**config.mk**
```make
export PLATFORM = sky130hd
export DESIGN_NAME = dbg_brk_ctrl
export DESIGN_NICKNAME = d
export VERILOG_FILES = /design/src/rtl/dbg_brk_pkg.sv /design/src/rtl/dbg_brk_qual.sv /design/src/rtl/dbg_brk_queue.sv /design/src/rtl/dbg_brk_fsm.sv /design/src/rtl/dbg_brk_out.sv /design/src/rtl/dbg_brk_ctrl.sv
export SDC_FILE = /design/constraint.sdc
export NUM_CORES = 1
export LEC_CHECK = 0
export CELL_PAD_IN_SITES_DETAIL_PLACEMENT = 1
export CELL_PAD_IN_SITES_GLOBAL_PLACEMENT = 1
export CORE_UTILIZATION = 40
export CTS_CLUSTER_SIZE = 12
export DETAILED_ROUTE_END_ITERATION = 10
export MAX_ROUTING_LAYER = met4
export PLACE_DENSITY_LB_ADDON = 0.1
export SYNTH_ARGS = -nofsm -noshare
export SYNTH_HDL_FRONTEND = slang
export SYNTH_SLANG_ARGS = --single-unit
```
**constraint.sdc**
```tcl
create_clock -name clk -period 5.9 [get_ports clk]
set_clock_uncertainty 0.05 [all_clocks]
set_input_delay 1.18 -clock clk [delete_from_list [all_inputs] [get_ports clk]]
set_output_delay 1.18 -clock clk [all_outputs]
set_load 0.02 [all_outputs]
```
**src/rtl/dbg_brk_pkg.sv**
```systemverilog
package dbg_brk_pkg;

    typedef enum logic [1:0] {
        ST_IDLE      = 2'd0,
        ST_TAG_ARM   = 2'd1,
        ST_FORCE_ARM = 2'd2
    } brk_state_e;

    // Returns 1 when the mode code is one of the two full-match codes.
    function automatic logic is_full_mode(
        input logic [7:0] code,
        input logic [7:0] full_and,
        input logic [7:0] full_nand
    );
        return (code == full_and) || (code == full_nand);
    endfunction

endpackage

```
**src/rtl/dbg_brk_qual.sv**
```systemverilog
module dbg_brk_qual #(
    parameter int MODE_W    = 3,
    parameter int FULL_AND  = 3,
    parameter int FULL_NAND = 4
) (
    input  logic              trig_i,
    input  logic              cmpa_hit_i,
    input  logic [MODE_W-1:0] mode_i,
    input  logic              brk_en_i,
    input  logic              tag_sel_i,
    output logic              req_o
);
    import dbg_brk_pkg::*;

    localparam logic [7:0] CODE_AND  = 8'(FULL_AND);
    localparam logic [7:0] CODE_NAND = 8'(FULL_NAND);

    logic full_w;
    logic src_w;

    always_comb begin
        full_w = is_full_mode(8'(mode_i), CODE_AND, CODE_NAND);
        // In the full-match modes a tag uses the address match alone.
        if (full_w && tag_sel_i) begin
            src_w = cmpa_hit_i;
        end else begin
            src_w = trig_i;
        end
        req_o = brk_en_i && src_w;
    end

endmodule

```
**src/rtl/dbg_brk_queue.sv**
```systemverilog
module dbg_brk_queue #(
    parameter int OP_W  = 8,
    parameter int DEPTH = 3,
    parameter int CNT_W = $clog2(DEPTH + 1)
) (
    input  logic             clk,
    input  logic             rst_n,
    input  logic             push_i,
    input  logic [OP_W-1:0]  push_op_i,
    input  logic             mark_i,
    input  logic             pop_i,
    input  logic             flush_i,
    output logic             push_ok_o,
    output logic             pop_ok_o,
    output logic [OP_W-1:0]  head_op_o,
    output logic             head_tag_o,
    output logic [CNT_W-1:0] cnt_o
);
    localparam logic [CNT_W-1:0] FULL_CNT = CNT_W'(DEPTH);

    logic [OP_W-1:0]  op_q   [DEPTH];
    logic [DEPTH-1:0] tag_q;
    logic [CNT_W-1:0] cnt_q;
    logic [CNT_W-1:0] cnt_d;
    logic [CNT_W-1:0] wr_idx;
    logic             pop_ok;
    logic             push_ok;

    logic [OP_W-1:0]  src_op [DEPTH];
    logic [DEPTH-1:0] src_tag;

    always_comb begin
        pop_ok  = pop_i && (cnt_q != '0) && !flush_i;
        push_ok = push_i && !flush_i && ((cnt_q != FULL_CNT) || pop_ok);
        wr_idx  = cnt_q - CNT_W'(pop_ok);
        if (flush_i) begin
            cnt_d = '0;
        end else begin
            cnt_d = cnt_q + CNT_W'(push_ok) - CNT_W'(pop_ok);
        end
    end

    // Each slot shifts toward the head on a pop and is loaded on a push
    // whose target index is its own.
    for (genvar g = 0; g < DEPTH; g++) begin : g_slot
        localparam logic [CNT_W-1:0] IDX = CNT_W'(g);

        if (g < DEPTH - 1) begin : g_mid
            assign src_op[g]  = op_q[g+1];
            assign src_tag[g] = tag_q[g+1];
        end else begin : g_last
            assign src_op[g]  = '0;
            assign src_tag[g] = 1'b0;
        end

        always_ff @(posedge clk or negedge rst_n) begin
            if (!rst_n) begin
                op_q[g]  <= '0;
                tag_q[g] <= 1'b0;
            end else if (flush_i) begin
                tag_q[g] <= 1'b0;
            end else if (push_ok && (wr_idx == IDX)) begin
                op_q[g]  <= push_op_i;
                tag_q[g] <= mark_i;
            end else if (pop_ok) begin
                op_q[g]  <= src_op[g];
                tag_q[g] <= src_tag[g];
            end
        end
    end

    always_ff @(posedge clk or negedge rst_n) begin
        if (!rst_n) begin
            cnt_q <= '0;
        end else begin
            cnt_q <= cnt_d;
        end
    end

    assign push_ok_o  = push_ok;
    assign pop_ok_o   = pop_ok;
    assign head_op_o  = op_q[0];
    assign head_tag_o = tag_q[0] && (cnt_q != '0);
    assign cnt_o      = cnt_q;

endmodule

```
**src/rtl/dbg_brk_fsm.sv**
```systemverilog
module dbg_brk_fsm (
    input  logic                    clk,
    input  logic                    rst_n,
    input  logic                    req_i,
    input  logic                    tag_sel_i,
    input  logic                    push_ok_i,
    input  logic                    boundary_i,
    output logic                    mark_o,
    output logic                    force_fire_o,
    output dbg_brk_pkg::brk_state_e state_o
);
    import dbg_brk_pkg::*;

    brk_state_e state_q;
    brk_state_e state_d;

    // State register.
    always_ff @(posedge clk or negedge rst_n) begin
        if (!rst_n) begin
            state_q <= ST_IDLE;
        end else begin
            state_q <= state_d;
        end
    end

    // Next state and outputs.
    always_comb begin
        state_d      = state_q;
        mark_o       = 1'b0;
        force_fire_o = 1'b0;
        unique case (state_q)
            ST_IDLE: begin
                if (req_i) begin
                    if (tag_sel_i) begin
                        if (push_ok_i) begin
                            mark_o = 1'b1;
                        end else begin
                            state_d = ST_TAG_ARM;
                        end
                    end else begin
                        state_d = ST_FORCE_ARM;
                    end
                end
            end
            ST_TAG_ARM: begin
                if (push_ok_i) begin
                    mark_o  = 1'b1;
                    state_d = ST_IDLE;
                end
            end
            ST_FORCE_ARM: begin
                if (boundary_i) begin
                    force_fire_o = 1'b1;
                    state_d      = ST_IDLE;
                end
            end
            default: begin
                state_d = ST_IDLE;
            end
        endcase
    end

    assign state_o = state_q;

endmodule

```
**src/rtl/dbg_brk_out.sv**
```systemverilog
module dbg_brk_out #(
    parameter int OP_W = 8
) (
    input  logic            clk,
    input  logic            rst_n,
    input  logic            pop_ok_i,
    input  logic            head_tag_i,
    input  logic [OP_W-1:0] head_op_i,
    input  logic            force_fire_i,
    input  logic            bdm_en_i,
    output logic            exec_valid_o,
    output logic [OP_W-1:0] exec_op_o,
    output logic            bgnd_req_o,
    output logic            swi_req_o
);
    logic fire_w;
    logic tag_fire_w;

    always_comb begin
        tag_fire_w = pop_ok_i && head_tag_i;
        fire_w     = tag_fire_w || force_fire_i;
    end

    always_ff @(posedge clk or negedge rst_n) begin
        if (!rst_n) begin
            exec_valid_o <= 1'b0;
            exec_op_o    <= '0;
            bgnd_req_o   <= 1'b0;
            swi_req_o    <= 1'b0;
        end else begin
            exec_valid_o <= pop_ok_i && !head_tag_i;
            if (pop_ok_i) begin
                exec_op_o <= head_op_i;
            end
            bgnd_req_o <= fire_w && bdm_en_i;
            swi_req_o  <= fire_w && !bdm_en_i;
        end
    end

endmodule

```
**src/rtl/dbg_brk_ctrl.sv**
```systemverilog
module dbg_brk_ctrl #(
    parameter int OP_W      = 8,
    parameter int DEPTH     = 3,
    parameter int MODE_W    = 3,
    parameter int FULL_AND  = 3,
    parameter int FULL_NAND = 4
) (
    input  logic              clk,
    input  logic              rst_n,
    input  logic              trig_i,
    input  logic              cmpa_hit_i,
    input  logic [MODE_W-1:0] mode_i,
    input  logic              brk_en_i,
    input  logic              tag_sel_i,
    input  logic              bdm_en_i,
    input  logic              push_i,
    input  logic [OP_W-1:0]   push_op_i,
    input  logic              pop_i,
    input  logic              flush_i,
    input  logic              boundary_i,
    output logic              exec_valid_o,
    output logic [OP_W-1:0]   exec_op_o,
    output logic              bgnd_req_o,
    output logic              swi_req_o
);
    import dbg_brk_pkg::*;

    localparam int CNT_W = $clog2(DEPTH + 1);

    logic             req_w;
    logic             mark_w;
    logic             force_fire_w;
    logic             push_ok_w;
    logic             pop_ok_w;
    logic [OP_W-1:0]  head_op_w;
    logic             head_tag_w;
    logic [CNT_W-1:0] q_cnt_w;
    brk_state_e       state_w;

    dbg_brk_qual #(
        .MODE_W    (MODE_W),
        .FULL_AND  (FULL_AND),
        .FULL_NAND (FULL_NAND)
    ) u_qual (
        .trig_i     (trig_i),
        .cmpa_hit_i (cmpa_hit_i),
        .mode_i     (mode_i),
        .brk_en_i   (brk_en_i),
        .tag_sel_i  (tag_sel_i),
        .req_o      (req_w)
    );

    dbg_brk_queue #(
        .OP_W  (OP_W),
        .DEPTH (DEPTH),
        .CNT_W (CNT_W)
    ) u_queue (
        .clk        (clk),
        .rst_n      (rst_n),
        .push_i     (push_i),
        .push_op_i  (push_op_i),
        .mark_i     (mark_w),
        .pop_i      (pop_i),
        .flush_i    (flush_i),
        .push_ok_o  (push_ok_w),
        .pop_ok_o   (pop_ok_w),
        .head_op_o  (head_op_w),
        .head_tag_o (head_tag_w),
        .cnt_o      (q_cnt_w)
    );

    dbg_brk_fsm u_fsm (
        .clk          (clk),
        .rst_n        (rst_n),
        .req_i        (req_w),
        .tag_sel_i    (tag_sel_i),
        .push_ok_i    (push_ok_w),
        .boundary_i   (boundary_i),
        .mark_o       (mark_w),
        .force_fire_o (force_fire_w),
        .state_o      (state_w)
    );

    dbg_brk_out #(
        .OP_W (OP_W)
    ) u_out (
        .clk          (clk),
        .rst_n        (rst_n),
        .pop_ok_i     (pop_ok_w),
        .head_tag_i   (head_tag_w),
        .head_op_i    (head_op_w),
        .force_fire_i (force_fire_w),
        .bdm_en_i     (bdm_en_i),
        .exec_valid_o (exec_valid_o),
        .exec_op_o    (exec_op_o),
        .bgnd_req_o   (bgnd_req_o),
        .swi_req_o    (swi_req_o)
    );

endmodule

```
==> flow_summary.toml <==
[power_and_ir_drop]
seqPwrFrac_pct = 49.0
netSwitchingFraction_pct = 33.40
switchingPower_mw = 0.3087
clockPowerShare_pct = 20.8
p_per_area_nw_per_um2 = 385.4
p_leak_nw = 1.075
p_int_mw = 0.6157
ir_drop_uv = 162.6
combPwrFrac_pct = 30.2

[global_routing]
antenna_found_initial = 0
grt.overflow.total = 0
grt_pass1_wl_um = 7893
grt_use_total_pct = 20.41
grt_max_degree = 43
grt_pass1_vias = 1603

[worst_setup_path]
worstPathCellList = "clkdlybuf4s50_1 > o21ai_1 > or2_2 > clkinv_2 > ha_1 > xor2_1 > nor4b_4 > o21ai_0"
slowest_stage = "nor4b_4"
ff2ff_setup_slack_ps = 2130
required_ps = 5980
cp-end-kind = "flip-flop"
r2r_end = "u_queue.op_q[3]$_DFFE_PN0P_"
cpPeakStageDelay_ps = 780
crit_fanout = 27
cp.arrival_ps = 4600
crit_type = "in -> reg"
start_kind = "input pin"
path_delay_family = "simple AND/OR/NAND/NOR gates"
r2r-start = "u_queue.cnt_o[1]$_DFF_PN0_"
reg2reg_depth = 7
crit_buf_inv = 2

[min_path]
min_from = "u_fsm.state_o[0]$_DFFE_PN0P_"
whs_path_depth = 1
hp-class = "reg -> reg"
hold_path_end = "u_fsm.state_o[1]$_DFFE_PN0P_"

[floorplanning]
num_rows = 25
dieWidth_um = 72.35
io-pin-count = 33
start_util_pct = 41.63
die_h_um = 72.35
design.die.area_um2 = 5234
core_area_um2 = 4755

[synthesis]
synth-seq-area-share_pct = 53.10
synthTopCellsByArea = "dfrtp_1 (53%), nand2_1 (13%), mux2i_1 (4.6%)"
ys_seq_elements = 42
ys.flop_type = "dfrtp_1"
synth.net_count = 233
yosys.area.top_type = "dfrtp_1"
postSynthCellCount = 208
synthArstFlopShare_pct = 100.0
synth_warnings = 0
synth_top_cell_area_share_pct = 53.10
synth_cell_types = 34
netlist_area_um2 = 1979
synth_edf_count = 0
avgSynthCellArea_um2 = 9.516

[place]
dp_hpwl_um = 3213
portBuffers = 32
gp_routability_congestion = 0.7819
place_ws_ps = 1006

[clock_network]
cts_setup_buffers = 0
hold_buffers = 0
root_buffer = "clkbuf_8"
cts_buffers = 5
cts_max_level = 2
cts_sinks = 42
cts.clk_slew.worst_paths_ps = 80
clock_latency_ps = 290
clockBufferDepth = 2
tritoncts = "done"
cts-resized-gates = 0

[finish]
insertedDiodeCount = 0
final_common_cell = "nand2_1"
nFillCells = 564
final_cell_mix = "nand2_1 (67), dfrtp_1 (42), clkdlybuf4s50_1 (31)"
area_growth_pct = 21.18
drive_gt1_share_pct = 6.723
fin_nets = 262

[routing]
drt-vias-per-instance = 4.984
wirelength_um = 4539
post_drt_wl_per_cell_um = 14.88
drt_pass1_iterations = 4
antenna_left = 0
via_count = 1520
first_iter_violations = 100
drc_errors = 0

[timing]
rsz0062_at_grt = "no"
fin_crit_ps = 4516
final.setup.tns_ps = 0
fmax_ghz = 0.2214
worst_slack_ps = 1384
slew_headroom_pct = 37.67
tightest_slew_ps = 934.9
drv_slew = 0
finalHoldViolCount = 0
fin_crit_sh_pct = 76.54
finalSetupViolCount = 0

[run]
maxCapViolations = 0

[outcome]
outcome = "finished, final reports clean"
-- power by group through the flow --
stage | registers (mW) | logic (mW) | clock network [mW]
CTS | 0.453 | 0.285 | 0.198
finish | 0.453 | 0.279 | 0.193
detailed placement | 0.459 | 0.283 | 0
global placement | 0.455 | 0.266 | 0
global route | 0.467 | 0.313 | 0.210
floorplan | 0.480 | 0.137 | 0
-- cell usage after synthesis, types with 3 or more instances --
library cell,n
inv_1,7
o21ai_0,18
ha_1,3
nand2_1,67
nand3b_1,3
buf_6,4
dfrtp_1,42
clkbuf_1,3
buf_2,3
a31oi_1,8
nor2_1,15
mux2i_1,9
-- state kept, by name (all words and copies together) (netlist names) --
| name | cells |
|---|---|
| u_fsm.state_o | 2 |
| u_out.bgnd_req_o | 1 |
| u_out.exec_op_o | 8 |
| u_out.exec_valid_o | 1 |
| u_out.swi_req_o | 1 |
| u_queue.cnt_o | 2 |
| u_queue.head_op_o | 8 |
| u_queue.op_q | 16 |
| u_queue.src_tag | 2 |
| u_queue.tag_q | 1 |
-- kinds of logic (layout without fill, tap and decap cells) --
kind of cell,after synthesis,after routing,synth area share (%)
mux,10,10,5.120
compound gates,33,33,10.05
buf+inv,18,48,5.183
fa+ha+maj,3,3,1.897
simple gates,99,99,23.33
xor+xnor,3,3,1.328
flops,42,42,53.10
-- worst max-delay path by stage --
stage	from	end	slack, ps	cells past startpoint
4_1_cts	pop_i	u_queue.op_q[3]$_DFFE_PN0P_	1340	8
5_1_grt	pop_i	u_queue.op_q[0]$_DFFE_PN0P_	1060	8
3_5_place_dp	pop_i	u_queue.op_q[3]$_DFFE_PN0P_	1010	8
3_3_place_gp	pop_i	u_queue.op_q[5]$_DFFE_PN0P_	1300	8
6_report	pop_i	u_queue.op_q[3]$_DFFE_PN0P_	1380	8
2_1_floorplan	pop_i	u_queue.tag_q[0]$_DFFE_PN0P_	2380	12
-- metal layers --
layer,routed length [µm],up-vias,track usage [%]
met4,57,0,5.664
met5,0,-,-
met1,2171,729,26.95
li1,-,747,-
met3,184,6,4.861
met2,2126,38,31.46
-- per-stage QoR --
step | utilization (%) | area [µm²] | hold slack [ps] | total power [mW] | cells
6_report | 50.45 | 2399 | 403.7 | 0.9244 | 305
5_1_grt | 50.45 | 2399 | 437.6 | 0.9907 | 305
4_1_cts | 50.45 | 2399 | 408.8 | 0.9364 | 305
3_5_place_dp | 48.53 | 2307 | 398.2 | 0.7428 | 297
3_3_place_gp | 48.53 | 2307 | 394.5 | 0.7210 | 297
2_1_floorplan | - | 1979 | 370.6 | 0.6174 | 208
-- final cells by class --
class / count / area [µm²] / area share [%]
clock buffers: 7 / 86.33 / 3.599
clock inverters: 1 / 5.005 / 0.2087
inverters: 8 / 31.28 / 1.304
multi-input cells: 148 / 825.8 / 34.43
flip-flops and latches: 42 / 1051 / 43.82
well taps: 67 / 83.83 / 3.495
repair buffers: 32 / 315.3 / 13.15
(Power assumes the default switching activity.)
